==> config.mk <==
export PLATFORM = sky130hd
export DESIGN_NAME = qdec_revcount
export DESIGN_NICKNAME = d
export VERILOG_FILES = /design/src/rtl/qdec_pkg.sv /design/src/rtl/qdec_ctrl.sv /design/src/rtl/qdec_dpath.sv /design/src/rtl/qdec_revcount.sv
export SDC_FILE = /design/constraint.sdc
export NUM_CORES = 1
export LEC_CHECK = 0
export ABC_CLOCK_PERIOD_IN_PS = 6400
export CAP_MARGIN = 20
export CORE_MARGIN = 8
export CORE_UTILIZATION = 60
export DETAILED_ROUTE_END_ITERATION = 10
export GPL_TIMING_DRIVEN = 0
export HOLD_SLACK_MARGIN = 0.08
export MAX_ROUTING_LAYER = met4
export PLACE_DENSITY = 0.88
export SLEW_MARGIN = 10
export SYNTH_ARGS = -nofsm -noshare
export SYNTH_HDL_FRONTEND = slang
export SYNTH_SLANG_ARGS = --single-unit
==> constraint.sdc <==
create_clock -name clk -period 6.4 [get_ports clk]
set_input_delay 1.6 -clock clk [delete_from_list [all_inputs] [get_ports clk]]
set_output_delay 1.6 -clock clk [all_outputs]
set_load 0.02 [all_outputs]
==> src/rtl/qdec_pkg.sv <==
package qdec_pkg;
  typedef struct packed {
    logic inc;
    logic dec;
    logic clrAng;
  } stepT;
endpackage

==> src/rtl/qdec_ctrl.sv <==
module qdec_ctrl
  import qdec_pkg::*;
#(
  parameter int N_IN = 3
) (
  input  logic            clk,
  input  logic            rstN,
  input  logic [N_IN-1:0] pinIn,
  input  logic [N_IN-1:0] evtIn,
  input  logic [N_IN-1:0] pinEn,
  input  logic [N_IN-1:0] pinInv,
  input  logic            swapEn,
  input  logic            modeCounter,
  input  logic            x2Mode,
  output stepT            step
);
  logic [N_IN-1:0] chosen, mapped, metaS, stableS, prevS;

  // source selection; inversion only applies to pin sources
  for (genvar i = 0; i < N_IN; i++) begin : g_src
    assign chosen[i] = pinEn[i] ? (pinIn[i] ^ pinInv[i]) : evtIn[i];
  end

  always_comb begin
    mapped = chosen;
    if (swapEn && !modeCounter) begin
      mapped[0] = chosen[1];
      mapped[1] = chosen[0];
    end
  end

  always_ff @(posedge clk or negedge rstN) begin
    if (!rstN) begin
      metaS   <= '0;
      stableS <= '0;
      prevS   <= '0;
    end else begin
      metaS   <= mapped;
      stableS <= metaS;
      prevS   <= stableS;
    end
  end

  logic chA, chB, upDir, validQ;
  assign chA    = stableS[0] ^ prevS[0];
  assign chB    = stableS[1] ^ prevS[1];
  assign upDir  = stableS[0] ^ prevS[1];
  assign validQ = x2Mode ? (chA && !chB) : (chA ^ chB);

  always_comb begin
    step = '0;
    if (modeCounter) begin
      step.inc = stableS[0] && !prevS[0];
    end else begin
      step.clrAng = stableS[2] && !prevS[2];
      step.inc    = validQ && upDir;
      step.dec    = validQ && !upDir;
    end
  end
endmodule

==> src/rtl/qdec_dpath.sv <==
module qdec_dpath
  import qdec_pkg::*;
#(
  parameter int CNT_W    = 16,
  parameter int ANG_BASE = 9,
  parameter int SEL_W    = 3
) (
  input  logic             clk,
  input  logic             rstN,
  input  stepT             step,
  input  logic [SEL_W-1:0] angularSel,
  input  logic             periodEn,
  input  logic [CNT_W-1:0] periodVal,
  output logic [CNT_W-1:0] count,
  output logic             dirDown,
  output logic             revWrap
);
  int               angW;
  logic [CNT_W-1:0] angMask, revUnit, angCur, revCur, angTop, nextCnt;
  logic             wrapN;

  always_comb begin
    angW    = ANG_BASE + int'(angularSel);
    angMask = CNT_W'((33'd1 << angW) - 33'd1);
    revUnit = CNT_W'(33'd1 << angW);
    angCur  = count & angMask;
    revCur  = count & ~angMask;
    angTop  = periodEn ? (periodVal & angMask) : angMask;
    nextCnt = count;
    wrapN   = 1'b0;
    if (step.clrAng) begin
      nextCnt = revCur;
    end else if (step.inc) begin
      if (angCur >= angTop) begin
        nextCnt = revCur + revUnit;
        wrapN   = 1'b1;
      end else begin
        nextCnt = count + 1'b1;
      end
    end else if (step.dec) begin
      if (angCur == '0) begin
        nextCnt = (revCur - revUnit) | angTop;
        wrapN   = 1'b1;
      end else begin
        nextCnt = count - 1'b1;
      end
    end
  end

  always_ff @(posedge clk or negedge rstN) begin
    if (!rstN) begin
      count   <= '0;
      dirDown <= 1'b0;
      revWrap <= 1'b0;
    end else begin
      count   <= nextCnt;
      revWrap <= wrapN;
      if (step.dec && !step.clrAng) dirDown <= 1'b1;
      else if (step.inc && !step.clrAng) dirDown <= 1'b0;
    end
  end
endmodule

==> src/rtl/qdec_revcount.sv <==
module qdec_revcount
  import qdec_pkg::*;
(
  input  logic        clk,
  input  logic        rstN,
  input  logic [2:0]  pinIn,
  input  logic [2:0]  evtIn,
  input  logic [2:0]  pinEn,
  input  logic [2:0]  pinInv,
  input  logic        swapEn,
  input  logic        modeCounter,
  input  logic        x2Mode,
  input  logic [2:0]  angularSel,
  input  logic        periodEn,
  input  logic [15:0] periodVal,
  output logic [15:0] count,
  output logic        dirDown,
  output logic        revWrap
);
  stepT stepS;

  qdec_ctrl #(.N_IN(3)) ctrl_i (
    .clk(clk), .rstN(rstN), .pinIn(pinIn), .evtIn(evtIn), .pinEn(pinEn),
    .pinInv(pinInv), .swapEn(swapEn), .modeCounter(modeCounter),
    .x2Mode(x2Mode), .step(stepS)
  );

  qdec_dpath #(.CNT_W(16), .ANG_BASE(9), .SEL_W(3)) dpath_i (
    .clk(clk), .rstN(rstN), .step(stepS), .angularSel(angularSel),
    .periodEn(periodEn), .periodVal(periodVal), .count(count),
    .dirDown(dirDown), .revWrap(revWrap)
  );
endmodule

==> metrics.yaml, run 1 <==
hold_class: "flop to flop"
path_class: "input port to flop"
gr-usage-all-layers: 0.3186
cp.required_ns: 6.55
rrSetupSlack_ns: 2.64
synth.avg_cell_area_sq_um: 7.153
place.gp.congestion: 1.036
die-area_sq_um: 10610
ys_seq_elements: 27
die-width_microns: 103.0
synth-edff-count: 0
ant_nets: 0
cts_buffers: 3
holdWs_ns: 0.3589
whs_endpoint: "ctrl_i.stableS[2]"
worst-slew-pin-transition_ns: 0.8610
status: "completed"
crit_arrival_ns: 6.33
yosys-top-cells-count: "nor2_1, o21ai_0, nand2_1"
r2r_start: "dpath_i.count[0]"
rsz0062_at_grt: "no"
final_cells: 802
cts_hold_buf: 0
syn_inst: 635
grt_antenna_before_repair: 0
dp_slack_ns: -1.592
yosysWarnings: 0
syn_area_sq_um: 4542
slew_headroom: 0.4181
routed_wl_microns: 16200
drive_above_1_share: 0.08819
synth.top_cell.area_share: 0.1488
path_clk_slew_ns: 0.10
maxCapViolCount: 0
p_total_mw: 1.526
async_flop_share: 1.000
ir_drop_uv: 221.0
r2r_cells: 14
rows: 31
power_density_nw_per_um2: 278.6
fin_skew_ns: 0.01216
finish.utilization: 0.7512
clkSinkCount: 27
dr.first_iter.drc_count: 492
grt_pass1_vias: 5150
finalHoldViolations: 0
dp_hpwl_microns: 12550
die_y_microns: 103.0
yosysMostFrequentCell: "nor2_1"
cts_max_level: 1
synth_flop_cell: "dfrtp_1"
clockBufferDepth: 2
finalWorstSetupSlack_ns: 0.2250
dr.pass1.iters: 7
fmax_mhz: 161.9
start_util: 0.6229
design_area_sq_um: 5478
hold_depth: 0
startpoint_type: "input port"
finish.net_count: 787
root_buffer: "clkbuf_8"
synth_area_leaders: "dfrtp_1, ha_1, xnor2_1"
grt_max_degree: 28
reg2reg_to: "dpath_i.count[12]"
worstPathMaxFanout: 10
yosysUniqueCellTypes: 71
routed_via_density: 6.703
grt_pass1_wl_microns: 25730
grt-ovfl-total: 0
core-area_sq_um: 7292
wl_per_cell_microns: 20.20
finalCritPeriodShare: 0.9648
min_from: "ctrl_i.metaS[2]"
ios: 55
slew_viol_final: 0
area_growth_pct: 20.61
post-place-cells: 795
placed_area_sq_um: 5228
finalSetupViolations: 0
p_leak_nw: 2.378
critPathCaptureType: "flop"
via_count: 5376
cts_tree: "built"
antenna_cells: 0
fin_tns_setup_ns: 0
synth_top_area_cell: "dfrtp_1"
clk_latency_ns: 0.30
nFillCells: 627
portBuffers: 54
finalCriticalPeriod_ns: 6.175
drc: 0
yosysSeqAreaShare: 0.1488
-- power breakdown --
group	switching (mW)	internal [mW]
logic	0.692	0.464
clock network	0.0663	0.0446
registers	0.0426	0.217
-- cell usage in the layout (no fill, tap or decap), types with 14 or more instances in the layout --
cell type,Yosys,final
a21o_1,14,14
a21oi_1,44,42
clkbuf_1,24,19
clkdlybuf4s50_1,0,53
dfrtp_1,27,27
ha_1,46,41
inv_1,34,34
nand2_1,48,47
nand3_1,19,19
nor2_1,62,60
nor2b_1,18,18
o21ai_0,58,54
xnor2_1,42,41
-- area by class of cell --
type,instances,area (sq um),area share
Sequential cell,27,675.6,0.1233
Multi-Input combinational cell,545,3754,0.6852
Inverter,35,131.4,0.02398
Clock buffer,3,41.29,0.007538
Timing Repair Buffer,57,558.0,0.1019
Clock inverter,1,7.507,0.001370
Buffer,35,186.4,0.03403
Tap cell,99,123.9,0.02261
-- repair_timing --
| action | 4_1_cts | 5_1_grt |
|---|---|---|
| endpoints found under the setup margin | 17 | 17 |
| pin swaps | 3 | 3 |
| gates resized for setup | 24 | 25 |
| buffers inserted | 2 | 1 |
-- registers in the layout (all words and copies together), names as in the netlist --
name and flops:
ctrl_i.stableS 3, dpath_i.count 16, ctrl_i.metaS 3, dpath_i.dirDown 1, dpath_i.revWrap 1, ctrl_i.prevS 3
-- worst max-delay path, stage by stage --
cell	delay, ns
clkdlybuf4s50_1	0.48
buf_6	0.18
and2_2	0.24
ha_4	0.19
buf_4	0.18
nand2b_4	0.18
nor2_4	0.14
inv_2	0.05
clkbuf_4	0.19
ha_4	0.21
buf_6	0.16
and2_2	0.22
nor2b_1	0.15
xnor2_1	0.21
o21ai_1	0.13
ha_1	0.31
nand4_1	0.14
nor3_2	0.06
a221o_1	0.38
buf_4	0.20
or3_1	0.37
o21ai_0	0.10
o31ai_1	0.09
o2bb2ai_1	0.17
-- layer usage --
| metal | vias up | global-route usage | share of wire |
|---|---|---|---|
| li1 | 2418 | - | - |
| met1 | 2518 | 0.3847 | 0.38 |
| met2 | 357 | 0.5340 | 0.47 |
| met3 | 83 | 0.02971 | 0.098 |
| met4 | 0 | 0.1279 | 0.046 |
| met5 | - | - | 0 |
-- how the worst max path moves through the flow --
stage                                   end     startpoint  slack (ns)  depth (start not counted)
after floorplan           dpath_i.count[14]  angularSel[0]        0.48                         22
after global placement     dpath_i.count[7]  angularSel[0]       -1.51                         25
after detailed placement   dpath_i.count[7]  angularSel[0]       -1.59                         25
after CTS                 dpath_i.count[13]  angularSel[0]        0.05                         24
after global routing      dpath_i.count[13]  angularSel[0]       0.002                         25
final                     dpath_i.count[13]  angularSel[0]        0.23                         24
-- cell families after synthesis --
group	count (synthesis)	share of synthesized area
AO/OA/AOI/OAI	189	0.2681
buffers and inverters	70	0.06419
adder cells (fa/ha/maj)	46	0.1267
AND/OR/NAND/NOR	242	0.2749
other	2	0.001654
XOR/XNOR	52	0.1003
flip-flops	27	0.1488
multiplexers	7	0.01543
(Power assumes the default switching activity.)
==> run 2: changes to the inputs <==
--- a/config.mk
+++ b/config.mk
@@ -18,3 +18,4 @@
 export SYNTH_ARGS = -nofsm -noshare
 export SYNTH_HDL_FRONTEND = slang
 export SYNTH_SLANG_ARGS = --single-unit
+export TNS_END_PERCENT = 20
==> results of run 2 <==
The final DEF is identical to that of run 1; final timing and power are the same.
==> run 3: changes to the inputs <==
--- a/config.mk
+++ b/config.mk
@@ -7,13 +7,15 @@
 export LEC_CHECK = 0
 export ABC_CLOCK_PERIOD_IN_PS = 6400
 export CAP_MARGIN = 20
+export CELL_PAD_IN_SITES_DETAIL_PLACEMENT = 1
+export CELL_PAD_IN_SITES_GLOBAL_PLACEMENT = 1
 export CORE_MARGIN = 8
-export CORE_UTILIZATION = 60
+export CORE_UTILIZATION = 45
 export DETAILED_ROUTE_END_ITERATION = 10
 export GPL_TIMING_DRIVEN = 0
 export HOLD_SLACK_MARGIN = 0.08
 export MAX_ROUTING_LAYER = met4
-export PLACE_DENSITY = 0.88
+export PLACE_DENSITY = 0.91
 export SLEW_MARGIN = 10
 export SYNTH_ARGS = -nofsm -noshare
 export SYNTH_HDL_FRONTEND = slang
==> metrics.yaml, run 3 (synthesis gave the netlist of run 1 again) <==
core-area_sq_um: 9774
root_buffer: "clkbuf_8"
cts_hold_buf: 0
p_seq_frac: 0.168
finalHoldViolations: 0
use_met3: 0.03671
dp_hpwl_microns: 14430
path_clk_slew_ns: 0.10
crit_arrival_ns: 6.30
dr.pass1.iters: 7
holdWs_ns: 0.3675
die-width_microns: 116.5
drc: 0
layout.cells.most_common_list: "nor2_1, o21ai_0, clkdlybuf4s50_1"
clkSinkCount: 27
path_class: "input port to flop"
finalCriticalPeriod_ns: 6.138
grt_max_degree: 28
drive_above_1_share: 0.07550
crit_buf_inv: 3
dr.first_iter.drc_count: 458
use_met2: 0.4580
grt_antenna_before_repair: 0
power_frac_clock: 0.074
critPathTopFamily: "compound AO/OA/AOI/OAI gates"
comb_power_share: 0.758
rsz0062_at_grt: "no"
startpoint_type: "input port"
maxCapViolCount: 0
grt_pass1_wl_microns: 28860
grt_busiest_layer: "met2"
cpPeakStageDelay_ns: 0.69
crit_chain: "clkdlybuf4s50_1 > inv_1 > ha_1 > nor2b_1 > mux2i_1 > a21o_1 > o21ai_0 > ha_1 > a21oi_1 > o21ai_1 > a211oi_1 > o21ai_1 > a221o_1 > clkbuf_8 > or3_1 > o21ai_0 > o31ai_1 > o2bb2ai_1"
cts_max_level: 1
ant_nets: 0
cts_tree: "built"
final_common_cell: "nor2_1"
power_density_nw_per_um2: 285.5
cpMaxStageDelayCell: "clkdlybuf4s50_1"
ir_drop_uv: 129.9
antenna_cells: 0
grt-ovfl-total: 0
routed_via_density: 6.301
clk_latency_ns: 0.30
largest-register: "dpath_i.count"
fmax_mhz: 162.9
gr-usage-all-layers: 0.2793
sw_frac_of_total: 0.5348
p_int_mw: 0.7274
fin_skew_ns: 0.02096
fin_tns_setup_ns: 0
worst-slew-pin-transition_ns: 0.9067
area_growth_pct: 20.61
rows: 36
slew_headroom: 0.3873
routed_wl_microns: 18300
cp.required_ns: 6.56
finish.net_count: 786
slew_viol_final: 0
die-area_sq_um: 13560
ios: 55
finalWorstSetupSlack_ns: 0.2618
place.gp.congestion: 0.9822
worstPathMaxFanout: 10
portBuffers: 54
hold_class: "flop to flop"
p_leak_nw: 2.395
critPathCaptureType: "flop"
via_count: 5261
finalSetupViolations: 0
switching_power_mw: 0.8363
status: "completed"
finalCritPeriodShare: 0.9591
start_util: 0.4647
dp_slack_ns: -1.855
cts_buffers: 3
largest_reg_flops: 16
wl_per_cell_microns: 21.92
grt_use_met1: 0.3221
clockBufferDepth: 2
die_y_microns: 116.5
grt_pass1_vias: 5590
[run 3: cell types whose count changed in the layout (fill, tap and decap cells not counted), sizes merged]
cell,change
buf,-3
clkinvlp,-1
clkbuf,+2
dlymetal6s2s,+2
clkdlybuf4s50,-2
inv,+1
[run 3: per-stage QoR]
stage	instances	instance area [sq um]	power, mW	utilization
after floorplan	642	4568	1.018	-
after global placement	829	5275	1.341	0.5397
after detailed placement	829	5270	1.394	0.5392
after CTS	835	5439	1.529	0.5565
after global routing	835	5478	1.668	0.5604
final	835	5478	1.564	0.5604
[run 3: worst paths after layout]
check / slack, ns / startpoint / cells after the start / to
max: 0.26 / angularSel[2] / 18 / dpath_i.count[13]
max in group asynchronous: 4.64 / rstN / 1 / dpath_i.count[12]
max reg2reg: 2.53 / dpath_i.count[0] / 13 / dpath_i.count[14]
min in group asynchronous: 1.31 / rstN / 1 / dpath_i.count[3]
min reg2reg: 0.37 / ctrl_i.metaS[1] / 0 / ctrl_i.stableS[1]
min: 0.37 / ctrl_i.metaS[1] / 0 / ctrl_i.stableS[1]
[run 3: metal layers]
layer / up-vias / share of wire
li1: 2402 / -
met1: 2512 / 0.40
met2: 259 / 0.48
met3: 88 / 0.062
met4: 0 / 0.057
met5: - / 0
[run 3: cell type report]
class                   count  area [sq um]
clock inverters             1         8.758
fillers                  1287          4297
inverters                  35         131.4
flip-flops and latches     27         675.6
plain buffers              35         195.2
well taps                 133         166.4
repair buffers             56         555.5
clock buffers               3         41.29
multi-input cells         545          3704
[run 3: what timing repair did]
action                     4_1_cts  5_1_grt
pin swaps                        6        5
setup endpoints to repair       17       17
resized for setup               28       13
cloned                           0        0
buffers inserted                 2        0
[run 3: power by group through the flow]
stage	clock network [mW]	logic (mW)	registers [mW]
2_1_floorplan	0	0.718	0.300
3_3_place_gp	0	1.08	0.262
3_5_place_dp	0	1.13	0.266
4_1_cts	0.115	1.15	0.262
5_1_grt	0.123	1.28	0.268
6_report	0.115	1.19	0.263
